### src/rtl/flcs_pkg.sv
package flcs_pkg;
  localparam int DATA_W   = 8;
  localparam int RSV_W    = 4;
  localparam int B_IE     = 7;
  localparam int B_FLAG   = 6;
  localparam int B_WE     = 5;
  localparam int B_READY  = 4;

  typedef struct packed {
    logic             ie;
    logic             flag;
    logic             we;
    logic [RSV_W-1:0] rsv;
  } ctl_t;

  // assemble the byte seen by software
  function automatic logic [DATA_W-1:0] pack_status(ctl_t c, logic ready, logic rmw);
    logic [DATA_W-1:0] v;
    v          = '0;
    v[B_IE]    = c.ie;
    v[B_FLAG]  = c.flag | rmw;
    v[B_WE]    = c.we;
    v[B_READY] = ready;
    v[RSV_W-1:0] = c.rsv;
    return v;
  endfunction

  function automatic logic in_window(logic [7:0] bank, logic [7:0] lo, logic [7:0] hi);
    return (bank >= lo) && (bank <= hi);
  endfunction
endpackage

### src/rtl/flcs_decode.sv
module flcs_decode #(
  parameter int          ADDR_W   = 24,
  parameter logic [23:0] REG_ADDR = 24'h0000AE
) (
  input  logic [ADDR_W-1:0] addr,
  input  logic              wr,
  input  logic              rd,
  output logic              hit_wr,
  output logic              hit_rd
);
  logic sel;
  assign sel    = (addr == REG_ADDR[ADDR_W-1:0]);
  assign hit_wr = sel && wr;
  assign hit_rd = sel && rd;
endmodule

### src/rtl/flcs_gate.sv
module flcs_gate #(
  parameter int         BANK_W  = 8,
  parameter logic [7:0] BANK_LO = 8'hF8,
  parameter logic [7:0] BANK_HI = 8'hFF
) (
  input  logic              clk,
  input  logic              rst_n,
  input  logic [BANK_W-1:0] bank,
  input  logic              wr,
  input  logic              we_en,
  input  logic              busy,
  output logic              start
);
  logic in_flash;
  assign in_flash = flcs_pkg::in_window(bank, BANK_LO, BANK_HI);
  assign start    = wr && in_flash && we_en && !busy;


  flash_window_chk: assert property (@(posedge clk) disable iff (!rst_n)
    start |-> (bank >= BANK_LO && bank <= BANK_HI && we_en));
endmodule

### src/rtl/flcs_regs.sv
module flcs_regs
  import flcs_pkg::*;
(
  input  logic              clk,
  input  logic              rst_n,
  input  logic              hit_wr,
  input  logic [DATA_W-1:0] wdata,
  input  logic              alg_done,
  input  logic              start,
  output ctl_t              ctl_q,
  output logic              busy_q
);
  logic sw_clr;
  assign sw_clr = hit_wr && !wdata[B_FLAG];

  always_ff @(posedge clk or negedge rst_n) begin
    if (!rst_n) begin
      ctl_q  <= '0;
      busy_q <= 1'b0;
    end else begin
      if (hit_wr) begin
        ctl_q.ie  <= wdata[B_IE];
        ctl_q.we  <= wdata[B_WE];
        ctl_q.rsv <= wdata[RSV_W-1:0];
      end
      if (alg_done)                ctl_q.flag <= 1'b1;
      else if (start || sw_clr)    ctl_q.flag <= 1'b0;
      if (start)                   busy_q <= 1'b1;
      else if (alg_done)           busy_q <= 1'b0;
    end
  end


  done_sets_chk: assert property (@(posedge clk) disable iff (!rst_n)
    alg_done |=> ctl_q.flag);

  done_beats_clear_chk: assert property (@(posedge clk) disable iff (!rst_n)
    (alg_done && sw_clr) |=> ctl_q.flag);

  start_clears_chk: assert property (@(posedge clk) disable iff (!rst_n)
    (start && !alg_done) |=> !ctl_q.flag);

  one_ignored_chk: assert property (@(posedge clk) disable iff (!rst_n)
    (hit_wr && wdata[B_FLAG] && !alg_done && !start) |=> $stable(ctl_q.flag));
endmodule

### src/rtl/flash_ctl_status.sv
module flash_ctl_status #(
  parameter int          ADDR_W   = 24,
  parameter int          BANK_W   = 8,
  parameter logic [23:0] REG_ADDR = 24'h0000AE,
  parameter logic [7:0]  BANK_LO  = 8'hF8,
  parameter logic [7:0]  BANK_HI  = 8'hFF
) (
  input  logic              clk,
  input  logic              rst_n,
  input  logic [ADDR_W-1:0] bus_addr,
  input  logic [7:0]        bus_wdata,
  input  logic              bus_wr,
  input  logic              bus_rd,
  input  logic              bus_rmw,
  output logic [7:0]        bus_rdata,
  input  logic              alg_done,
  input  logic              flash_ready,
  output logic              irq,
  output logic              flash_we
);
  import flcs_pkg::*;

  logic              hit_wr, hit_rd, busy_q;
  logic [BANK_W-1:0] bank;
  ctl_t              ctl_q;

  assign bank = bus_addr[ADDR_W-1 -: BANK_W];

  flcs_decode #(.ADDR_W(ADDR_W), .REG_ADDR(REG_ADDR)) u_dec (
    .addr(bus_addr), .wr(bus_wr), .rd(bus_rd), .hit_wr(hit_wr), .hit_rd(hit_rd));

  flcs_gate #(.BANK_W(BANK_W), .BANK_LO(BANK_LO), .BANK_HI(BANK_HI)) u_gate (
    .clk(clk), .rst_n(rst_n), .bank(bank), .wr(bus_wr), .we_en(ctl_q.we),
    .busy(busy_q), .start(flash_we));

  flcs_regs u_regs (
    .clk(clk), .rst_n(rst_n), .hit_wr(hit_wr), .wdata(bus_wdata),
    .alg_done(alg_done), .start(flash_we), .ctl_q(ctl_q), .busy_q(busy_q));

  assign bus_rdata = hit_rd ? pack_status(ctl_q, flash_ready, bus_rmw) : '0;
  assign irq       = ctl_q.ie && ctl_q.flag;


  pending_blocks_chk: assert property (@(posedge clk) disable iff (!rst_n)
    busy_q |-> !flash_we);

  irq_needs_ie_chk: assert property (@(posedge clk) disable iff (!rst_n)
    !ctl_q.ie |-> !irq);

  idle_read_zero_chk: assert property (@(posedge clk) disable iff (!rst_n)
    !bus_rd |-> (bus_rdata == 8'h00));
endmodule

### config.mk
export PLATFORM = sky130hd
export DESIGN_NAME = flash_ctl_status
export DESIGN_NICKNAME = d
export VERILOG_FILES = /design/src/rtl/flcs_pkg.sv /design/src/rtl/flcs_decode.sv /design/src/rtl/flcs_gate.sv /design/src/rtl/flcs_regs.sv /design/src/rtl/flash_ctl_status.sv
export SDC_FILE = /design/constraint.sdc
export NUM_CORES = 1
export LEC_CHECK = 0
export CAP_MARGIN = 20
export CORE_AREA = 5 5 42 44
export CTS_CLUSTER_DIAMETER = 80
export DETAILED_ROUTE_END_ITERATION = 10
export DIE_AREA = 0 0 47 49
export DONT_BUFFER_PORTS = 1
export HOLD_SLACK_MARGIN = 0.12
export SLEW_MARGIN = 20
export SYNTH_ARGS = -nofsm -noshare
export SYNTH_HDL_FRONTEND = slang
export SYNTH_SLANG_ARGS = --single-unit
### constraint.sdc
create_clock -name clk -period 3.68 [get_ports clk]
set_input_delay 0.552 -clock clk [delete_from_list [all_inputs] [get_ports clk]]
set_output_delay 0.552 -clock clk [all_outputs]
set_load 0.1 [all_outputs]
==> flow_metrics.py, run 1 <==
metrics = {
    "floorplanning": {
        "start_util_pct": 34.7,
        "floorplan.core_area_mm2": 0.00140,
        "die_x_um": 47,
        "die_h_um": 49,
        "ioPinCount": 49,
        "dieArea_mm2": 0.00230,
        "rows": 14,
    },
    "global_route": {
        "grt_max_degree": 9,
        "gr_overflow_total": 0,
        "first_global_vias": 403,
        "grt_util_all_layers_pct": 10.3,
        "antenna_found_initial": 0,
        "grt_pass1_wl_mm": 1.70,
    },
    "pwr": {
        "leakage_dissipation_nw": 0.279,
        "power-per-cell-area_mw_per_mm2": 268,
        "maximum_vdd_drop_mv": 0.142,
        "totalPowerFinal_w": 0.000159,
    },
    "drt": {
        "post_drt_wl_per_cell_um": 16.3,
        "routed-via-count": 376,
        "final_antenna_net_count": 0,
        "finalWirelength_mm": 1.14,
        "first_iter_violations": 2,
        "detail_route.first_pass.iterations": 2,
        "detail_route.vias_per_cell": 5.37,
        "drc_errors": 0,
    },
    "cts": {
        "tritoncts": "done",
        "cts_num_sinks": 8,
        "cts.repair.resized": 0,
        "clk-insertion-delay-late_ps": 250,
        "deepest_clock_path_buffer_count": 2,
        "cts_inserted_buffers": 3,
        "cts_root_buf": "sky130_fd_sc_hd__clkbuf_4",
        "clk_pin_slew_ps": 50,
        "cts-htree-levels": 1,
    },
    "worst_setup_path": {
        "critical_path_required_ps": 3130,
        "worstSetupPathType": "in -> out",
        "rr_worst_depth": 4,
        "cpPeakStageDelay_ps": 530,
        "crit_path_cell_trace": "or4_4 > nor4_4 > and3_1 > and2_1 > buf_4",
        "reg2reg_slack_ps": 2240,
        "cpMaxStageDelayCell": "sky130_fd_sc_hd__or4_4",
        "critPathMaxFanout": 8,
        "reg2reg_from": "u_regs.ctl_q[4]",
        "worst_r2r_endpoint": "u_regs.ctl_q[5]",
        "worstSetupEndpointType": "output pin",
        "critPathArrivalTime_ps": 2260,
        "timing.critical_path.from_type": "primary input",
    },
    "sta": {
        "finalSetupViolCount": 0,
        "final-hold-violation-count": 0,
        "finalClockSkew_ps": 0.0257,
        "max_freq_ghz": 0.356,
        "finalSetupTns_ps": 0,
        "worstMarginPinSlew_ps": 974,
        "max_slew_margin_pct": 35.5,
        "final.min_clock_period_ps": 2810,
        "timing.final.crit_share_pct": 76.4,
        "fin_hold_ws_ps": 404,
        "timing_max_transition_violations_final": 0,
        "unrepaired_setup_endpoints_after_global_routing": "false",
    },
    "layout": {
        "syn2layout_area_growth_pct": 22.1,
        "antenna_cells_inserted": 0,
        "post_route_cells_drive_above_1_share_pct": 40.7,
        "post_layout_nonfiller_instances": 70,
        "most_frequent_cells_in_the_layout": "8 x sky130_fd_sc_hd__and2_1, 8 x sky130_fd_sc_hd__buf_4, 8 x sky130_fd_sc_hd__dfrtp_1, 6 x sky130_fd_sc_hd__mux2_2, 3 x sky130_fd_sc_hd__clkbuf_4",
        "finish.net_count": 95,
        "n_fill_cell": 142,
    },
    "logic_synthesis": {
        "postSynthRegisterBits": 8,
        "syn_nets": 82,
        "synthesis.instances": 43,
        "library_cell_occupying_the_most_area_in_the_post_synthesis_netlist": "sky130_fd_sc_hd__dfrtp_1",
        "netlist_top_cells_area": "sky130_fd_sc_hd__dfrtp_1 41%, sky130_fd_sc_hd__mux2_2 14%, sky130_fd_sc_hd__and2_1 10%",
        "syn_area_um2": 487,
        "count_of_yosys_warnings_during_synthesis": 0,
        "synth_top_area_share_pct": 41.1,
        "syn_area_per_cell_um2": 11.3,
        "ys_types": 20,
        "synth_seq_area_share_pct": 41.1,
    },
    "job": {
        "timing.max_cap.violations": 0,
    },
    "hold_path": {
        "whs_path_cells": 1,
        "min_to": "u_regs.busy_q",
        "timing.hold.worst.start": "alg_done",
        "timing.hold.worst.class": "in -> reg",
    },
    "placed_design": {
        "gpl.final_weighted_congestion": 0.649,
        "port_buffers": 0,
        "post-place-cells": 66,
    },
    "run_status": {
        "result_of_the_run": "completed",
    },
}
-- kinds of logic after synthesis --
family | share of synthesized area [%]
muxes | 13.9
AOI/OAI and AO/OA | 5.40
DFF | 41.1
buffers and inverters | 2.57
and+or+nand+nor | 37.0
-- routing by layer --
metal  global-route usage [%]  part of all wire, %
met5                        0                    0
met1                     12.1                   33
met2                     16.1                   53
met4                     6.91                 0.70
met3                     1.85                   14
-- stage by stage --
step | util [%] | cell area [um2] | setup WS [ps]
finish | 42.4 | 594 | 868
detailed placement | 40.1 | 562 | 841
CTS | 42.4 | 594 | 830
global route | 42.4 | 594 | 739
floorplan | - | 487 | 610
global placement | 40.1 | 562 | 848
-- Yosys cell counts, drive strengths merged --
cell     count
nand4b       1
or4b         1
and2         8
nor2         2
nand3        1
inv          2
nand4        1
o21ai        1
nand4bb      1
a21oi        1
or4          4
dfrtp        8
buf          1
o21a         1
mux2         6
nand2        1
nor4         1
a41oi        1
and3         1
-- report_power, final --
group | switching [W] | internal [W] | leakage [nW] | total (W)
Combinational | 0.00000283 | 0.00000324 | 0.159 | 0.00000607
Sequential | 0.0000000000570 | 0.0000881 | 0.107 | 0.0000881
Clock | 0.0000277 | 0.0000372 | 0.0138 | 0.0000649
-- worst max-delay path: cells and delay by family --
kind                   cells  cell delay, ps
and+or+nand+nor            4            1420
buffers and inverters      1             290
-- sequential cells by signal (all words and copies together), names as in the netlist --
name and cells:
u_regs.busy_q 1, u_regs.ctl_q 7
-- layout make-up --
type | count | area (um2) | share of cell area, %
Clock buffer | 3 | 22.5 | 3.79
Inverter | 2 | 7.51 | 1.26
Multi-Input combinational cell | 32 | 274 | 46.1
Sequential cell | 8 | 200 | 33.7
Tap cell | 16 | 20.0 | 3.37
Timing Repair Buffer | 9 | 70.1 | 11.8
-- worst max-delay path by stage --
stage / end / slack, ps / start / depth (start not counted)
finish: bus_rdata[1] / 870 / bus_addr[17] / 5
global route: bus_rdata[0] / 740 / bus_addr[17] / 5
CTS: bus_rdata[1] / 830 / bus_addr[17] / 5
detailed placement: bus_rdata[7] / 840 / bus_addr[17] / 5
global placement: bus_rdata[7] / 850 / bus_addr[17] / 5
floorplan: bus_rdata[0] / 610 / bus_addr[17] / 5
-- timing repair --
| item | CTS | global route |
|---|---|---|
| endpoints found under the setup margin | 0 | 0 |
| hold buffers | 1 | 0 |
| hold endpoints to repair | 8 | 0 |
| setup buffers | 0 | 0 |
No activity file was read; power rests on OpenSTA's default activity.
==> inputs of run 2 (changes only) <==
clock period = 2.4 ns   (was 3.68 ns; I/O delays follow)
==> flow_metrics.py, run 2 (same netlist as run 1, synthesis figures left out) <==
metrics = {
    "worst_setup_path": {
        "timing.critical_path.from_type": "primary input",
        "worstSetupPathType": "in -> out",
        "critPathMaxFanout": 8,
        "critical_path_required_ps": 2040,
        "crit_path_cell_trace": "or4_4 > nor4_4 > and3_1 > and2_2 > buf_12",
        "worstSetupEndpointType": "output pin",
        "critPathArrivalTime_ps": 1880,
        "cpPeakStageDelay_ps": 530,
        "cpMaxStageDelayCell": "sky130_fd_sc_hd__or4_4",
    },
    "floorplanning": {
        "floorplan.core_area_mm2": 0.00140,
        "die_x_um": 47,
        "ioPinCount": 49,
        "dieArea_mm2": 0.00230,
        "start_util_pct": 34.7,
        "die_h_um": 49,
        "rows": 14,
    },
    "layout": {
        "n_fill_cell": 146,
        "antenna_cells_inserted": 0,
        "largest_register_ff_count": 7,
        "top_regs": "u_regs.ctl_q (7), u_regs.busy_q (1)",
        "syn2layout_area_growth_pct": 50.9,
        "largest_register": "u_regs.ctl_q",
        "finish.net_count": 99,
        "post_route_cells_drive_above_1_share_pct": 58.6,
        "most_frequent_cells_in_the_layout": "8 x sky130_fd_sc_hd__buf_12, 8 x sky130_fd_sc_hd__dfrtp_1, 7 x sky130_fd_sc_hd__and2_2, 6 x sky130_fd_sc_hd__mux2_2, 4 x sky130_fd_sc_hd__buf_4",
    },
    "global_route": {
        "first_global_vias": 445,
        "grt_pass1_wl_mm": 1.76,
        "antenna_found_initial": 0,
        "grt_util_all_layers_pct": 10.8,
        "gr_overflow_total": 0,
        "grt_max_degree": 9,
    },
    "cts": {
        "cts-htree-levels": 1,
        "deepest_clock_path_buffer_count": 2,
        "tritoncts": "done",
        "cts_num_sinks": 8,
        "cts_root_buf": "sky130_fd_sc_hd__clkbuf_4",
        "cts_inserted_buffers": 3,
        "clk-insertion-delay-late_ps": 250,
        "clk_pin_slew_ps": 50,
        "cts.repair.resized": 0,
    },
    "sta": {
        "timing_max_transition_violations_final": 0,
        "finalClockSkew_ps": 0.0493,
        "worstMarginPinSlew_ps": 359,
        "timing.final.crit_share_pct": 93.3,
        "final-hold-violation-count": 0,
        "finalSetupViolCount": 0,
        "final.min_clock_period_ps": 2240,
        "unrepaired_setup_endpoints_after_global_routing": "false",
        "fin_hold_ws_ps": 206,
        "max_freq_ghz": 0.446,
        "max_slew_margin_pct": 76.0,
        "finalSetupTns_ps": 0,
    },
    "pwr": {
        "totalPowerFinal_w": 0.000248,
        "maximum_vdd_drop_mv": 0.235,
        "power-per-cell-area_mw_per_mm2": 338,
        "leakage_dissipation_nw": 0.329,
    },
    "drt": {
        "first_iter_violations": 0,
        "post_drt_wl_per_cell_um": 15.9,
        "drc_errors": 0,
        "detail_route.vias_per_cell": 5.55,
        "routed-via-count": 411,
        "finalWirelength_mm": 1.18,
        "detail_route.first_pass.iterations": 1,
        "final_antenna_net_count": 0,
    },
    "run_status": {
        "result_of_the_run": "completed",
    },
    "placed_design": {
        "gpl.final_weighted_congestion": 0.623,
        "port_buffers": 0,
    },
    "job": {
        "timing.max_cap.violations": 0,
    },
    "hold_path": {
        "timing.hold.worst.class": "in -> reg",
    },
}
[run 2: changes by cell type in the layout (fill, tap and decap cells not counted)]
cell,delta
sky130_fd_sc_hd__o21a_2,+1
sky130_fd_sc_hd__and2_2,+7
sky130_fd_sc_hd__and2_1,-7
sky130_fd_sc_hd__buf_4,-4
sky130_fd_sc_hd__buf_12,+8
sky130_fd_sc_hd__o21a_1,-1
[run 2: layout make-up]
cell class / count / area [um2] / share of cell area (%)
repair buffers: 13 / 200 / 27.3
well taps: 16 / 20.0 / 2.73
inverters: 2 / 7.51 / 1.02
multi-input cells: 32 / 284 / 38.7
flip-flops and latches: 8 / 200 / 27.3
clock buffers: 3 / 22.5 / 3.07
[run 2: metal layers]
layer	vias to the layer above	share of wire [%]	GRT usage, %
li1	193	-	-
met1	186	28	10.3
met2	30	51	17.6
met3	2	19	6.27
met4	0	2.0	5.53
met5	-	0	0
[run 2: critical path, delay by kind of cell]
family | cells | cell delay (ps)
AND/OR/NAND/NOR | 4 | 1340
buffers and inverters | 1 | 170
[run 2: worst paths after layout]
check	from	to	slack, ps	depth (start not counted)
min in group asynchronous	rst_n	u_regs.ctl_q[1]	450	1
hold reg to reg	u_regs.ctl_q[3]	u_regs.ctl_q[3]	500	1
max in group asynchronous	rst_n	u_regs.ctl_q[5]	1690	1
setup / recovery	bus_addr[17]	bus_rdata[0]	160	5
hold / removal	alg_done	u_regs.busy_q	210	1
setup reg to reg	u_regs.ctl_q[4]	u_regs.ctl_q[5]	950	4
[run 2: what timing repair did]
item                      CTS  global route
hold buffers                1             0
setup buffers               0             0
hold endpoints to repair    8             0
[run 2: per-stage QoR]
step	instance area, um2	setup WS (ps)	cells	utilization (%)
final	734	160	74	52.4
after global routing	734	62.7	74	52.4
after CTS	734	98.3	74	52.4
after detailed placement	702	104	70	50.1
after global placement	702	123	70	50.1
after floorplan	497	0.432	43	-
[run 2: report_power, final]
part / internal, W / switching, W / total, W
Combinational: 0.00000503 / 0.00000451 / 0.00000954
Sequential: 0.000135 / 0.0000000000931 / 0.000135
Clock: 0.0000573 / 0.0000466 / 0.000104
Total: 0.000197 / 0.0000511 / 0.000248
